[src/rtl/warmboot_pkg.sv]
package warmboot_pkg;
  localparam int BYTE_W    = 8;
  localparam int CTRL_ADDR = 0;
  localparam int VEC_BASE  = 1;
endpackage

[src/rtl/warmboot_rst_sync.sv]
module warmboot_rst_sync #(
  parameter int STAGES = 2
) (
  input  logic clk,
  input  logic rst_n,
  output logic rst_sync_n
);
  logic [STAGES-1:0] sync_q;
  logic [STAGES-1:0] sync_d;

  always_comb begin
    sync_d = {sync_q[STAGES-2:0], 1'b1};
  end

  always_ff @(posedge clk or negedge rst_n) begin
    if (!rst_n) sync_q <= '0;
    else        sync_q <= sync_d;
  end

  assign rst_sync_n = sync_q[STAGES-1];
endmodule

[src/rtl/warmboot_key_gate.sv]
module warmboot_key_gate
  import warmboot_pkg::*;
#(
  parameter int          ADDR_W    = 3,
  parameter int          IMG_W     = 2,
  parameter int          VEC_BYTES = 4,
  parameter logic [BYTE_W-IMG_W-1:0] KEY = 6'b101011
) (
  input  logic                 wr_en,
  input  logic [ADDR_W-1:0]    addr,
  input  logic [BYTE_W-1:0]    wr_data,
  output logic                 boot_accept,
  output logic [VEC_BYTES-1:0] vec_we
);
  logic ctrl_sel;
  logic key_match;

  assign ctrl_sel    = (addr == ADDR_W'(CTRL_ADDR));
  assign key_match   = (wr_data[BYTE_W-1:IMG_W] == KEY);
  assign boot_accept = wr_en & ctrl_sel & key_match;

  // one write enable per vector byte; lowest address carries the top byte
  for (genvar g = 0; g < VEC_BYTES; g++) begin : g_vec_we
    assign vec_we[g] = wr_en & (addr == ADDR_W'(VEC_BASE + g));
  end
endmodule

[src/rtl/warmboot_vec_regs.sv]
module warmboot_vec_regs
  import warmboot_pkg::*;
#(
  parameter int VEC_BYTES = 4,
  localparam int VEC_W    = VEC_BYTES * BYTE_W
) (
  input  logic                 clk,
  input  logic                 rst_n,
  input  logic [VEC_BYTES-1:0] vec_we,
  input  logic [BYTE_W-1:0]    wr_data,
  output logic [VEC_W-1:0]     vec_q
);
  for (genvar g = 0; g < VEC_BYTES; g++) begin : g_byte
    localparam int LSB = (VEC_BYTES - 1 - g) * BYTE_W;
    logic [BYTE_W-1:0] byte_q;
    logic [BYTE_W-1:0] byte_d;

    always_comb begin
      byte_d = byte_q;
      if (vec_we[g]) byte_d = wr_data;
    end

    always_ff @(posedge clk or negedge rst_n) begin
      if (!rst_n)         byte_q <= '0;
      else if (vec_we[g]) byte_q <= byte_d;
    end

    assign vec_q[LSB +: BYTE_W] = byte_q;
  end
endmodule

[src/rtl/warmboot_boot_seq.sv]
module warmboot_boot_seq
  import warmboot_pkg::*;
#(
  parameter int IMG_W = 2
) (
  input  logic              clk,
  input  logic              rst_n,
  input  logic              boot_accept,
  input  logic [BYTE_W-1:0] wr_data,
  output logic [BYTE_W-1:0] ctrl_q,
  output logic [IMG_W-1:0]  image_q,
  output logic              pulse_q
);
  logic [BYTE_W-1:0] ctrl_d;
  logic [IMG_W-1:0]  image_d;
  logic              pulse_d;

  always_comb begin
    ctrl_d  = ctrl_q;
    image_d = image_q;
    pulse_d = boot_accept;
    if (boot_accept) begin
      ctrl_d  = wr_data;
      image_d = wr_data[IMG_W-1:0];
    end
  end

  always_ff @(posedge clk or negedge rst_n) begin
    if (!rst_n) begin
      ctrl_q  <= '0;
      image_q <= '0;
    end else if (boot_accept) begin
      ctrl_q  <= ctrl_d;
      image_q <= image_d;
    end
  end

  always_ff @(posedge clk or negedge rst_n) begin
    if (!rst_n) pulse_q <= 1'b0;
    else        pulse_q <= pulse_d;
  end
endmodule

[src/rtl/warmboot_ctrl.sv]
module warmboot_ctrl
  import warmboot_pkg::*;
#(
  parameter int ADDR_W    = 3,
  parameter int IMG_W     = 2,
  parameter int VEC_BYTES = 4,
  parameter logic [BYTE_W-IMG_W-1:0] KEY = 6'b101011,
  localparam int VEC_W    = VEC_BYTES * BYTE_W
) (
  input  logic              clk,
  input  logic              rst_n,
  input  logic              wr_en,
  input  logic              rd_en,
  input  logic [ADDR_W-1:0] addr,
  input  logic [BYTE_W-1:0] wr_data,
  output logic [BYTE_W-1:0] rd_data,
  output logic [IMG_W-1:0]  boot_image,
  output logic              boot_pulse,
  output logic [VEC_W-1:0]  reset_vector
);
  logic                 rst_sync_n;
  logic                 boot_accept;
  logic [VEC_BYTES-1:0] vec_we;
  logic [BYTE_W-1:0]    ctrl_q;
  logic [VEC_W-1:0]     vec_q;

  warmboot_rst_sync #(.STAGES(2)) rst_sync_i (
    .clk        (clk),
    .rst_n      (rst_n),
    .rst_sync_n (rst_sync_n)
  );

  warmboot_key_gate #(
    .ADDR_W    (ADDR_W),
    .IMG_W     (IMG_W),
    .VEC_BYTES (VEC_BYTES),
    .KEY       (KEY)
  ) key_gate_i (
    .wr_en       (wr_en),
    .addr        (addr),
    .wr_data     (wr_data),
    .boot_accept (boot_accept),
    .vec_we      (vec_we)
  );

  warmboot_vec_regs #(.VEC_BYTES(VEC_BYTES)) vec_regs_i (
    .clk     (clk),
    .rst_n   (rst_sync_n),
    .vec_we  (vec_we),
    .wr_data (wr_data),
    .vec_q   (vec_q)
  );

  warmboot_boot_seq #(.IMG_W(IMG_W)) boot_seq_i (
    .clk         (clk),
    .rst_n       (rst_sync_n),
    .boot_accept (boot_accept),
    .wr_data     (wr_data),
    .ctrl_q      (ctrl_q),
    .image_q     (boot_image),
    .pulse_q     (boot_pulse)
  );

  assign reset_vector = vec_q;

  always_comb begin
    rd_data = '0;
    if (rd_en) begin
      if (addr == ADDR_W'(CTRL_ADDR)) rd_data = ctrl_q;
      for (int i = 0; i < VEC_BYTES; i++) begin
        if (addr == ADDR_W'(VEC_BASE + i))
          rd_data = vec_q[(VEC_BYTES - 1 - i) * BYTE_W +: BYTE_W];
      end
    end
  end
endmodule

[config.mk]
export PLATFORM = sky130hd
export DESIGN_NAME = warmboot_ctrl
export DESIGN_NICKNAME = d
export VERILOG_FILES = /design/src/rtl/warmboot_pkg.sv /design/src/rtl/warmboot_rst_sync.sv /design/src/rtl/warmboot_key_gate.sv /design/src/rtl/warmboot_vec_regs.sv /design/src/rtl/warmboot_boot_seq.sv /design/src/rtl/warmboot_ctrl.sv
export SDC_FILE = /design/constraint.sdc
export NUM_CORES = 1
export LEC_CHECK = 0
export BUFFER_PORTS_ARGS = -buffer_cell sky130_fd_sc_hd__buf_2
export CORE_MARGIN = 2
export CORE_UTILIZATION = 52
export DETAILED_ROUTE_END_ITERATION = 6
export GPL_TIMING_DRIVEN = 0
export HOLD_SLACK_MARGIN = 0.05
export PLACE_DENSITY_LB_ADDON = 0.05
export SETUP_SLACK_MARGIN = 0.02
export SLEW_MARGIN = 20
export SYNTH_ARGS = -nofsm -noshare
export SYNTH_HDL_FRONTEND = slang
export SYNTH_HIERARCHICAL = 1
export SYNTH_SLANG_ARGS = --single-unit
[constraint.sdc]
create_clock -name clk -period 1.5 [get_ports clk]
set_input_delay 0.15 -clock clk [delete_from_list [all_inputs] [get_ports clk]]
set_output_delay 0.15 -clock clk [all_outputs]
set_load 0.03 [all_outputs]
* Word level (Yosys, flattened, before mapping)
Index checks and enable logic that the tools add are counted.
** Word-level totals
- Memories kept :: 0
- Memory bits (writable) :: 0
- Bits in latches :: 0
- Input bits :: 15
- Output and inout port bits :: 43
- Memory bits (read-only) :: 0
- Bits in registers :: 45
** Cells by class
- Shifts and indexed selects :: 0
- $mul :: 0
- Equal/unequal tests :: 5
- Bitwise gates (word level) :: 6
- Muxes and demuxes :: 6
- $add $sub $neg :: 0
- Reductions and logical operators :: 1
- Order comparisons :: 0
- Div/mod/pow operators :: 0
** Operator list (number)
- $mux 8 :: 6
- $and 1x1->1 :: 6
- $eq 3x2->1 const B :: 2
- $eq 6x6->1 const B :: 1
- $eq 3x1->1 const B :: 1
- $eq 3x3->1 const B :: 1
- $logic_not 3->1 :: 1

* Depth between registers and ports, before layout
Gate-level depths: netlist of the first run.
- Word-level depth :: 7
- Mapped depth :: 5
- Gate-level depth less buffers :: 3

* Modules after synthesis
The synthesis of the first run kept the hierarchy.
** Modules (own cells, without submodules)
- warmboot_vec_regs :: sequential area each 800.8 um^2, area each 1326.3 um^2, instances 1, cells each 68
- warmboot_ctrl :: sequential area each 0.0 um^2, area each 405.4 um^2, instances 1, cells each 60
- warmboot_boot_seq :: sequential area each 225.2 um^2, area each 371.6 um^2, instances 1, cells each 20
- warmboot_key_gate :: sequential area each 0.0 um^2, area each 76.3 um^2, instances 1, cells each 8
- warmboot_rst_sync :: sequential area each 50.0 um^2, area each 53.8 um^2, instances 1, cells each 3

* Worst setup path before layout of the first run
Ideal clock, no wire load.
- Kind :: input port to output port
- Start :: input addr[0]
- End :: output rd_data[1]
- Slack :: 146 ps
- Data arrival time :: 1204 ps
- Stages :: 5
- Path through :: buf_6 or3b_1 buf_6 o22ai_1 o21a_1
** Between the ends
- Word-level cells in the longest chain between the ends :: 7
- Elaborated cells on any way between the ends :: 11
** Ends and longest elaborated chain
- from (decl) :: RTL line warmboot_ctrl.sv:14 : input logic [ADDR_W-1:0] addr,
- $logic_not 3->1 :: RTL line warmboot_ctrl.sv:69 : if (addr == ADDR_W'(CTRL_ADDR)) rd_data = ctrl_q;
- $mux 8 :: RTL line warmboot_ctrl.sv:69
- $mux 8 (3 in series) :: RTL line warmboot_ctrl.sv:71 : if (addr == ADDR_W'(VEC_BASE + i))
- $mux 8 (*) :: RTL line warmboot_ctrl.sv:71
- $mux 8 (*) :: RTL line warmboot_ctrl.sv:68 : if (rd_en) begin
- to (decl) :: RTL line warmboot_ctrl.sv:16 : output logic [BYTE_W-1:0] rd_data,
Mark *: on every way between the ends. The rest lies on a longest branch, timed or not.

* Final worst setup path of the first run
- Start :: register boot_seq_i.ctrl_q[4]
- End :: output rd_data[4]
** Between the ends
- Word-level cells in the longest chain between the ends :: 6
** Ends and longest elaborated chain
- from (decl) :: RTL line warmboot_boot_seq.sv:10 : output logic [BYTE_W-1:0] ctrl_q,
- from (signal assigned) :: RTL line warmboot_boot_seq.sv:33 : ctrl_q <= ctrl_d;
- $mux 8 :: RTL line warmboot_ctrl.sv:69
- $mux 8 (4 in series) :: RTL line warmboot_ctrl.sv:71
- $mux 8 :: RTL line warmboot_ctrl.sv:68
Every way passes these cells.

==> metrics, run 1 <==
ANT cells=0; chip width=69.5 um; crit path capture type=output pin; Hold Vio Cnt, Final=0; total number of vias=1582; fraction of layout cells with a size suffix above 1=62.4%; Hold Path Class=flip-flop to asynchronous set/reset pin; r2r endpoint=vec_regs_i/g_byte[2].byte_q[6]; fin crit period=1.46 ns; Total GRT Usage=23.0%; vias per cell=5.51; Routed WL=5.42 mm; CP Max Fanout=2; count of antenna-violating nets left after detailed routing=0; H-tree levels=2; status=completed; Worst R2R Setup Slack=0.59 ns; CP Data Required Time=1.35 ns; unrepaired setup endpoints after global routing=true; DP Cell Count=266; initial DRC count=71; Fmax=683 MHz; Max Cap Violations=0; Critical-path top delay cell=dfrtp_1; WL/cell=18.9 um; Placer Congestion=0.723; Final Total Pwr=3.78 mW; Max Root-Sink Buffers=2; Final Max Slew Viols=0; clock latency on the worst-skew pair=0.30 ns; setup_tns=0 ns; startpoint types=flip-flop; Yosys reg bits=43; largest net degree at the start of global routing=32; Clk pin slew, worst setup/hold paths=0.09 ns; die extent in y=69.5 um; fin nets=251; Syn Area/Cell=14.0 sq um; core area=4060 sq um; cells on worst reg2reg path=2; drt first pass iters=4; Ys Warns=6; CTS sink cnt=43; most common cell after layout, fill and taps aside=buf_2; root buf cell=clkbuf_8; critical-path cell list=nor2_1 -> o22ai_2 -> o221a_2 -> buf_6; Hold WS=0.140 ns; XOR/XNOR share of the synthesized area=0%; row cnt=23; TritonCTS clock tree=built; post-synthesis simple-gate area fraction=8.35%; area delta synth->final=29.3%; antenna violations before repair=0; vias in the first global route=1631; adder-cell area share of the yosys netlist=0%; critical path arrival=1.31 ns; CP Class=flip-flop to output pin; Syn Nets=174; post-route insts no fill=287; worst vdd ir=0.831 mV; Worst Skew=0.00602 ns; pwr/cell area=1310 nW/um^2; leakage=1.44 nW; Final setup violation count=0; # DRC=0; register area share after synthesis=48.2%; commonest non-fill, non-tap cells in the layout=46 x buf_2, 42 x dfrtp_1, 40 x mux2_4; first-pass GRT wire length=8.63 mm; CTS Buf Count=5; Die ar.=4840 sq um; Initial Util=55.0%; Post-DP HPWL=3.52 mm; Mapped Area=2230 sq um; synth unique cells=24; Synth Area in Compound Gates=6.11%; # IOs=58; CP max stage delay=0.38 ns; R2R Path Start=vec_regs_i/g_byte[2].byte_q[6]; Filler Cells Inserted=282; total grt overflow=0; mux cell area share after synthesis=30.9%; main combinational cell family by area after synthesis=multiplexers; # port buffers=56; synthesized netlist cell count=159; period utilization=97.6%
-- layout make-up --
cell class / count / area, sq um / area share [%]
Buffer: 11 / 105 / 3.64
Tap cell: 50 / 62.6 / 2.17
Clock inverter: 3 / 43.8 / 1.52
Multi-Input combinational cell: 100 / 1040 / 35.9
Timing Repair Buffer: 74 / 489 / 16.9
Sequential cell: 43 / 1080 / 37.3
Inverter: 1 / 3.75 / 0.130
Clock buffer: 5 / 68.8 / 2.38
-- per-layer routing --
metal | GRT usage [%] | routed length [um] | vias to the layer above
met2 | 36.4 | 2620 | 51
li1 | - | - | 723
met5 | 0 | 0 | -
met3 | 3.34 | 276 | 5
met4 | 8.71 | 56 | 0
met1 | 31.9 | 2470 | 803
-- critical path, delay by kind of cell (launching register included) --
kind                   cells  cell delay (ns)
AO/OA/AOI/OAI              2             0.36
AND/OR/NAND/NOR            1             0.14
buffers and inverters      1             0.14
flip-flops                 1             0.38
-- per-stage QoR --
stage                     setup WS [ns]  instance area (sq um)  util, %
after floorplan                   0.146                   2230        -
after global placement           -0.183                   2580     63.5
after detailed placement         -0.116                   2600     64.0
after CTS                        0.0230                   2750     67.7
after global routing            -0.0270                   2890     71.2
final                            0.0359                   2890     71.2
-- where the power goes --
part           total (mW)  switching [mW]  leakage, nW  internal [mW]
sequential           1.51           0.155        0.531           1.36
clock               0.915           0.419       0.0581          0.496
combinational        1.35           0.743        0.855          0.610
total                3.78            1.32         1.44           2.46
-- kinds of logic (layout without fill, tap and decap cells) --
| family | Yosys count | count (layout) |
|---|---|---|
| mux | 49 | 49 |
| flops | 43 | 43 |
| simple gates | 34 | 34 |
| compound gates | 16 | 16 |
| buf+inv | 16 | 94 |
| other cells | 1 | 1 |
-- worst max path at each step --
| stage | from | end | slack, ns | cells past startpoint |
|---|---|---|---|---|
| finish | boot_seq_i/ctrl_q[4] | rd_data[4] | 0.04 | 4 |
| global route | boot_seq_i/ctrl_q[4] | rd_data[4] | -0.03 | 4 |
| CTS | addr[2] | rd_data[5] | 0.02 | 7 |
| detailed placement | addr[0] | rd_data[7] | -0.12 | 7 |
| global placement | rst_sync_i/sync_q[1] | vec_regs_i/g_byte[1].byte_q[4] | -0.18 | 0 |
| floorplan | addr[0] | rd_data[1] | 0.15 | 5 |
-- registers in the layout, summed over array words and instances (netlist names) --
register	cells
vec_regs_i/g_byte.byte_q	32
boot_seq_i/pulse_q	1
boot_seq_i/ctrl_q	8
rst_sync_i/sync_q	2
-- cell usage after synthesis --
master	instances	area, sq um
and4_1	1	8.76
and4b_2	1	11.3
and4bb_2	1	12.5
buf_4	3	22.5
buf_6	8	90.1
clkbuf_1	1	3.75
clkbuf_2	2	10.0
clkdlybuf4s25_2	1	10.0
conb_1	1	3.75
dfrtp_1	43	1080
inv_1	1	3.75
mux2_4	40	601
mux2i_1	9	90.1
nand2_1	8	30.0
nand2b_1	1	6.26
nor2_1	15	56.3
nor3_1	1	5.00
nor4b_2	1	15.0
nor4bb_1	2	20.0
o21a_1	1	7.51
o221a_2	7	78.8
o22ai_1	8	50.1
or2_1	2	12.5
or3b_1	1	8.76
-- timing repair --
action                                 4_1_cts  5_1_grt
buffers inserted                             2       14
endpoints found under the hold margin        2        0
gates resized for setup                     11       13
setup endpoints to repair                    8        8
hold buffers                                 1        0
pin swaps                                    1        9
Power figures use the tool's default switching activity.
==> run 2: changes to the inputs <==
--- a/config.mk
+++ b/config.mk
@@ -14,4 +14,5 @@
 export PLACE_DENSITY_LB_ADDON = 0.05
 export SETUP_SLACK_MARGIN = 0.02
+export SKIP_LAST_GASP = 1
 export SLEW_MARGIN = 20
 export SYNTH_ARGS = -nofsm -noshare
==> constraint.sdc (replaced) <==
create_clock -name clk -period 1.5 [get_ports clk]
set_input_delay 0.15 -clock clk [delete_from_list [all_inputs] [get_ports clk]]
set_output_delay 0.15 -clock clk [all_outputs]
set_load 0.005 [all_outputs]
==> run 2 against run 1 <==
  * Hold slack improved by 0.0020 ns
  * Largest power group unchanged
  * Largest cell class unchanged
  * First-iteration DRC count shrank 7.0%
  * Non-clock buffer count is 9 lower
==> metrics, run 2 (synthesis results as in run 1) <==
status=completed; pwr/cell area=1180 nW/um^2; Initial Util=55.0%; startpoint types=input port; DP Cell Count=266; commonest non-fill, non-tap cells in the layout=54 x buf_2, 42 x dfrtp_1, 40 x mux2_4; chip width=69.5 um; Placer Congestion=0.723; drt first pass iters=4; FF+latch area=1080 sq um; max reg flops=32; Hold Path Class=flip-flop to asynchronous set/reset pin; critical path depth in cells=5; Critical-path top delay cell=or3b_4; largest registers=vec_regs_i/g_byte.byte_q: 32 flops, boot_seq_i/ctrl_q: 8 flops, rst_sync_i/sync_q: 2 flops; H-tree levels=2; die extent in y=69.5 um; Largest Register=vec_regs_i/g_byte.byte_q; cells on worst reg2reg path=2; Hold Vio Cnt, Final=0; root buf cell=clkbuf_8; Final setup violation count=0; # IOs=58; first-pass GRT wire length=8.63 mm; ANT cells=0; Post-DP HPWL=3.52 mm; CP Data Required Time=1.35 ns; Die ar.=4840 sq um; largest net degree at the start of global routing=32; area of the multi-input gates=1040 sq um; unrepaired setup endpoints after global routing=true; fraction of layout cells with a size suffix above 1=61.0%; critical-path cell list=clkbuf_4 -> buf_6 -> or3b_4 -> o221a_2 -> buf_2; worst path bufs/invs=3; Fmax=692 MHz; row cnt=23; critical path arrival=1.29 ns; period utilization=96.3%; CTS sink cnt=43; total grt overflow=0; Final Max Slew Viols=0; Max Cap Violations=0; clock latency on the worst-skew pair=0.30 ns; # DRC=0; final instance area=2770 sq um; vias per cell=5.50; WL/cell=18.8 um; fin nets=242; crit path capture type=output pin; antenna violations before repair=0; fin crit period=1.44 ns; most common cell after layout, fill and taps aside=buf_2; core area=4060 sq um; CP Class=input port to output pin; initial DRC count=66; setup_tns=0 ns; CP max stage delay=0.46 ns; Filler Cells Inserted=294; count of antenna-violating nets left after detailed routing=0; total number of vias=1528; Setup WS post-layout=0.0558 ns; Top Family by Delay on Critical Path=simple AND/OR/NAND/NOR gates; # port buffers=56; Total GRT Usage=23.0%; vias in the first global route=1622; leakage=1.39 nW; TritonCTS clock tree=built; fin util=68.2%; post-route insts no fill=278; pre-CTS WS=-0.0714 ns; CP Max Fanout=8; Max Root-Sink Buffers=2; Clk pin slew, worst setup/hold paths=0.09 ns; Routed WL=5.23 mm; area post-placement=2600 sq um; Worst Skew=0.00639 ns; CTS Buf Count=5; area delta synth->final=23.9%; worst vdd ir=0.720 mV
## run 2: changes by cell type in the layout (fill, tap and decap cells not counted), sizes merged
| cell | before | now |
|---|---|---|
| buf | 82 | 72 |
| clkbuf | 6 | 7 |
## run 2: report_power, final
part	internal [mW]	switching, mW
logic	0.531	0.312
registers	1.36	0.159
clock network	0.496	0.415
## run 2: per-stage QoR
stage | power, mW | hold WS (ns)
floorplan | 1.99 | -0.146
global placement | 2.30 | -0.0659
detailed placement | 2.34 | -0.0636
CTS | 3.25 | 0.148
global route | 3.44 | 0.157
finish | 3.27 | 0.142
## run 2: final timing paths
kind                                                 from                        endpoint  slack (ns)
setup / recovery                                  addr[2]                      rd_data[3]        0.06
hold / removal                       rst_sync_i/sync_q[1]  vec_regs_i/g_byte[2].byte_q[5]        0.14
setup reg to reg           vec_regs_i/g_byte[2].byte_q[4]  vec_regs_i/g_byte[2].byte_q[4]        0.59
hold reg to reg                      rst_sync_i/sync_q[1]  vec_regs_i/g_byte[2].byte_q[5]        0.14
max in group asynchronous            rst_sync_i/sync_q[1]              boot_seq_i/pulse_q        0.91
min in group clk                               wr_data[0]  vec_regs_i/g_byte[2].byte_q[0]        0.16
## run 2: final cells by class
type                            instances  area share [%]
Clock inverter                          3            1.58
Timing Repair Buffer                   65            13.3
Clock buffer                            5            2.49
Buffer                                 11            3.80
Multi-Input combinational cell        100            37.5
Tap cell                               50            2.26
Sequential cell                        43            38.9
Inverter                                1           0.136
## run 2: per-layer routing
layer	global-route usage (%)	wire, um	up-vias
li1	-	-	702
met1	32.0	2460	779
met2	36.3	2490	39
met3	3.49	195	8
met4	8.71	77	0
met5	0	0	-
## run 2: what timing repair did
item,CTS,global route
hold buffers,1,0
hold endpoints to repair,2,0
pin swaps,0,2
setup endpoints to repair,8,8
setup buffers,2,5
gates resized for setup,1,6
==> run 3: changes to the inputs <==
CORE_ASPECT_RATIO = 0.75   (was not set)
==> run 3 against run 2 <==
  * Sequential power barely moved
  * Combinational power shrank 4.2%
  * Cell area hardly changed
  * Register-to-register slack barely moved
  * Sequential share of layout area about the same
  * Power is 1.2% lower
  * Hold slack better by 0.011 ns
  * Utilization shrank 0.42 points
  * Die area rose by 0.11%
  * Clock skew fell by 0.0015 ns
  * Final cell count is 1.4% higher
  * Critical endpoint unchanged
==> metrics, run 3 (synthesis results as in run 1) <==
critical-path cell list=mux2i_1 -> nor2_2 -> o221a_2 -> buf_2; CP Data Required Time=1.35 ns; critical path depth in cells=4; Final Max Slew Viols=0; pwr/cell area=1170 nW/um^2; Total GRT Usage=22.5%; total grt overflow=0; Filler Cells Inserted=311; total number of vias=1508; # port buffers=56; H-tree levels=2; core area=4080 sq um; CTS sink cnt=43; Final Total Pwr=3.23 mW; first-pass GRT wire length=7.82 mm; R2R Path Start=vec_regs_i/g_byte[2].byte_q[3]; Placer Congestion=0.747; CTS Buf Count=5; fraction of layout cells with a size suffix above 1=59.9%; leakage=1.38 nW; Post-DP HPWL=3.66 mm; antenna violations before repair=0; TritonCTS clock tree=built; row cnt=20; Fmax=682 MHz; fin nets=241; Top Family by Delay on Critical Path=flip-flops; critical path arrival=1.32 ns; status=completed; Max Root-Sink Buffers=2; vias per cell=5.35; die extent in y=60.8 um; Hold Vio Cnt, Final=0; DP Cell Count=271; most common cell after layout, fill and taps aside=buf_2; Routed WL=5.14 mm; count of antenna-violating nets left after detailed routing=0; area of the multi-input gates=1030 sq um; period utilization=97.7%; area delta synth->final=23.8%; Largest Register=vec_regs_i/g_byte.byte_q; cells on worst reg2reg path=2; Initial Util=54.8%; initial DRC count=56; # IOs=58; chip width=79.7 um; Clk pin slew, worst setup/hold paths=0.08 ns; Hold Path Class=flip-flop to asynchronous set/reset pin; crit path capture type=output pin; Final setup violation count=0; CP Max Fanout=3; fin crit period=1.47 ns; drt first pass iters=4; commonest non-fill, non-tap cells in the layout=55 x buf_2, 42 x dfrtp_1, 40 x mux2_4; worst vdd ir=0.814 mV; root buf cell=clkbuf_8; max reg flops=32; clock latency on the worst-skew pair=0.29 ns; ANT cells=0; Max Cap Violations=0; vias in the first global route=1533; startpoint types=flip-flop; WL/cell=18.2 um; Die ar.=4840 sq um; area post-placement=2600 sq um; CP Class=flip-flop to output pin; CP startpoint=vec_regs_i/g_byte[1].byte_q[3]; worst path bufs/invs=1; largest net degree at the start of global routing=30; largest registers=vec_regs_i/g_byte.byte_q: 32 flops, boot_seq_i/ctrl_q: 8 flops, rst_sync_i/sync_q: 2 flops; Critical-path top delay cell=dfrtp_1; # DRC=0; unrepaired setup endpoints after global routing=true; final instance area=2760 sq um; CP max stage delay=0.41 ns; FF+latch area=1080 sq um; Worst Skew=0.00493 ns; post-route insts no fill=282
## run 3: cell count changes in the layout (fill, tap and decap cells not counted)
cell      before  now
buf_2         54   55
buf_4         11   10
buf_6          6    7
clkbuf_2       1    0
clkbuf_4       1    0
or2_1          1    2
or2_4          1    0
or3b_1         0    1
or3b_4         1    0
## run 3: area by class of cell
cell class	count	share of cell area [%]
buffer	12	4.21
clock buffer	5	2.49
clock inverter	3	1.58
inverter	1	0.136
multi-input combinational	100	37.3
sequential	43	39.0
tap	55	2.49
timing repair buffer	63	12.8
## run 3: where the power goes
group | total (mW) | internal, mW | switching (mW)
clock network | 0.895 | 0.496 | 0.400
registers | 1.53 | 1.36 | 0.170
logic | 0.808 | 0.511 | 0.296
total | 3.23 | 2.37 | 0.866
## run 3: worst reg2reg max path, cell delays in order, from the launching register on
cell,delay (ns)
dfrtp_1,0.39
buf_4,0.14
mux2_4,0.26
## run 3: per-layer routing
metal	GRT usage, %	wire length [um]	up-vias
li1	-	-	702
met5	0	0	-
met2	39.7	2550	44
met3	4.76	258	5
met1	28.5	2290	757
met4	6.40	40	0
## run 3: stage by stage
step | worst slack [ns] | utilization (%) | TNS [ns] | hold WS [ns]
floorplan | 0.215 | - | 0 | -0.146
global placement | -0.184 | 63.3 | -7.69 | -0.0651
detailed placement | -0.0751 | 63.8 | -0.888 | -0.0509
CTS | 0.0360 | 67.1 | 0 | 0.143
global route | 0.000168 | 67.8 | 0 | 0.149
finish | 0.0348 | 67.8 | 0 | 0.154
## run 3: repair_timing
item                                    CTS  global route
cloned                                    0             0
hold buffers                              1             0
gates resized for setup                   1             6
endpoints found under the hold margin     2             0
endpoints found under the setup margin    8             8
setup buffers                             3             2
## run 3: final timing paths
kind / endpoint / slack (ns)
max: rd_data[3] / 0.03
min: vec_regs_i/g_byte[3].byte_q[4] / 0.15
min reg2reg: vec_regs_i/g_byte[3].byte_q[4] / 0.15
min in group clk: boot_seq_i/ctrl_q[1] / 0.16
max in group asynchronous: vec_regs_i/g_byte[3].byte_q[2] / 0.89
max reg2reg: vec_regs_i/g_byte[2].byte_q[3] / 0.60
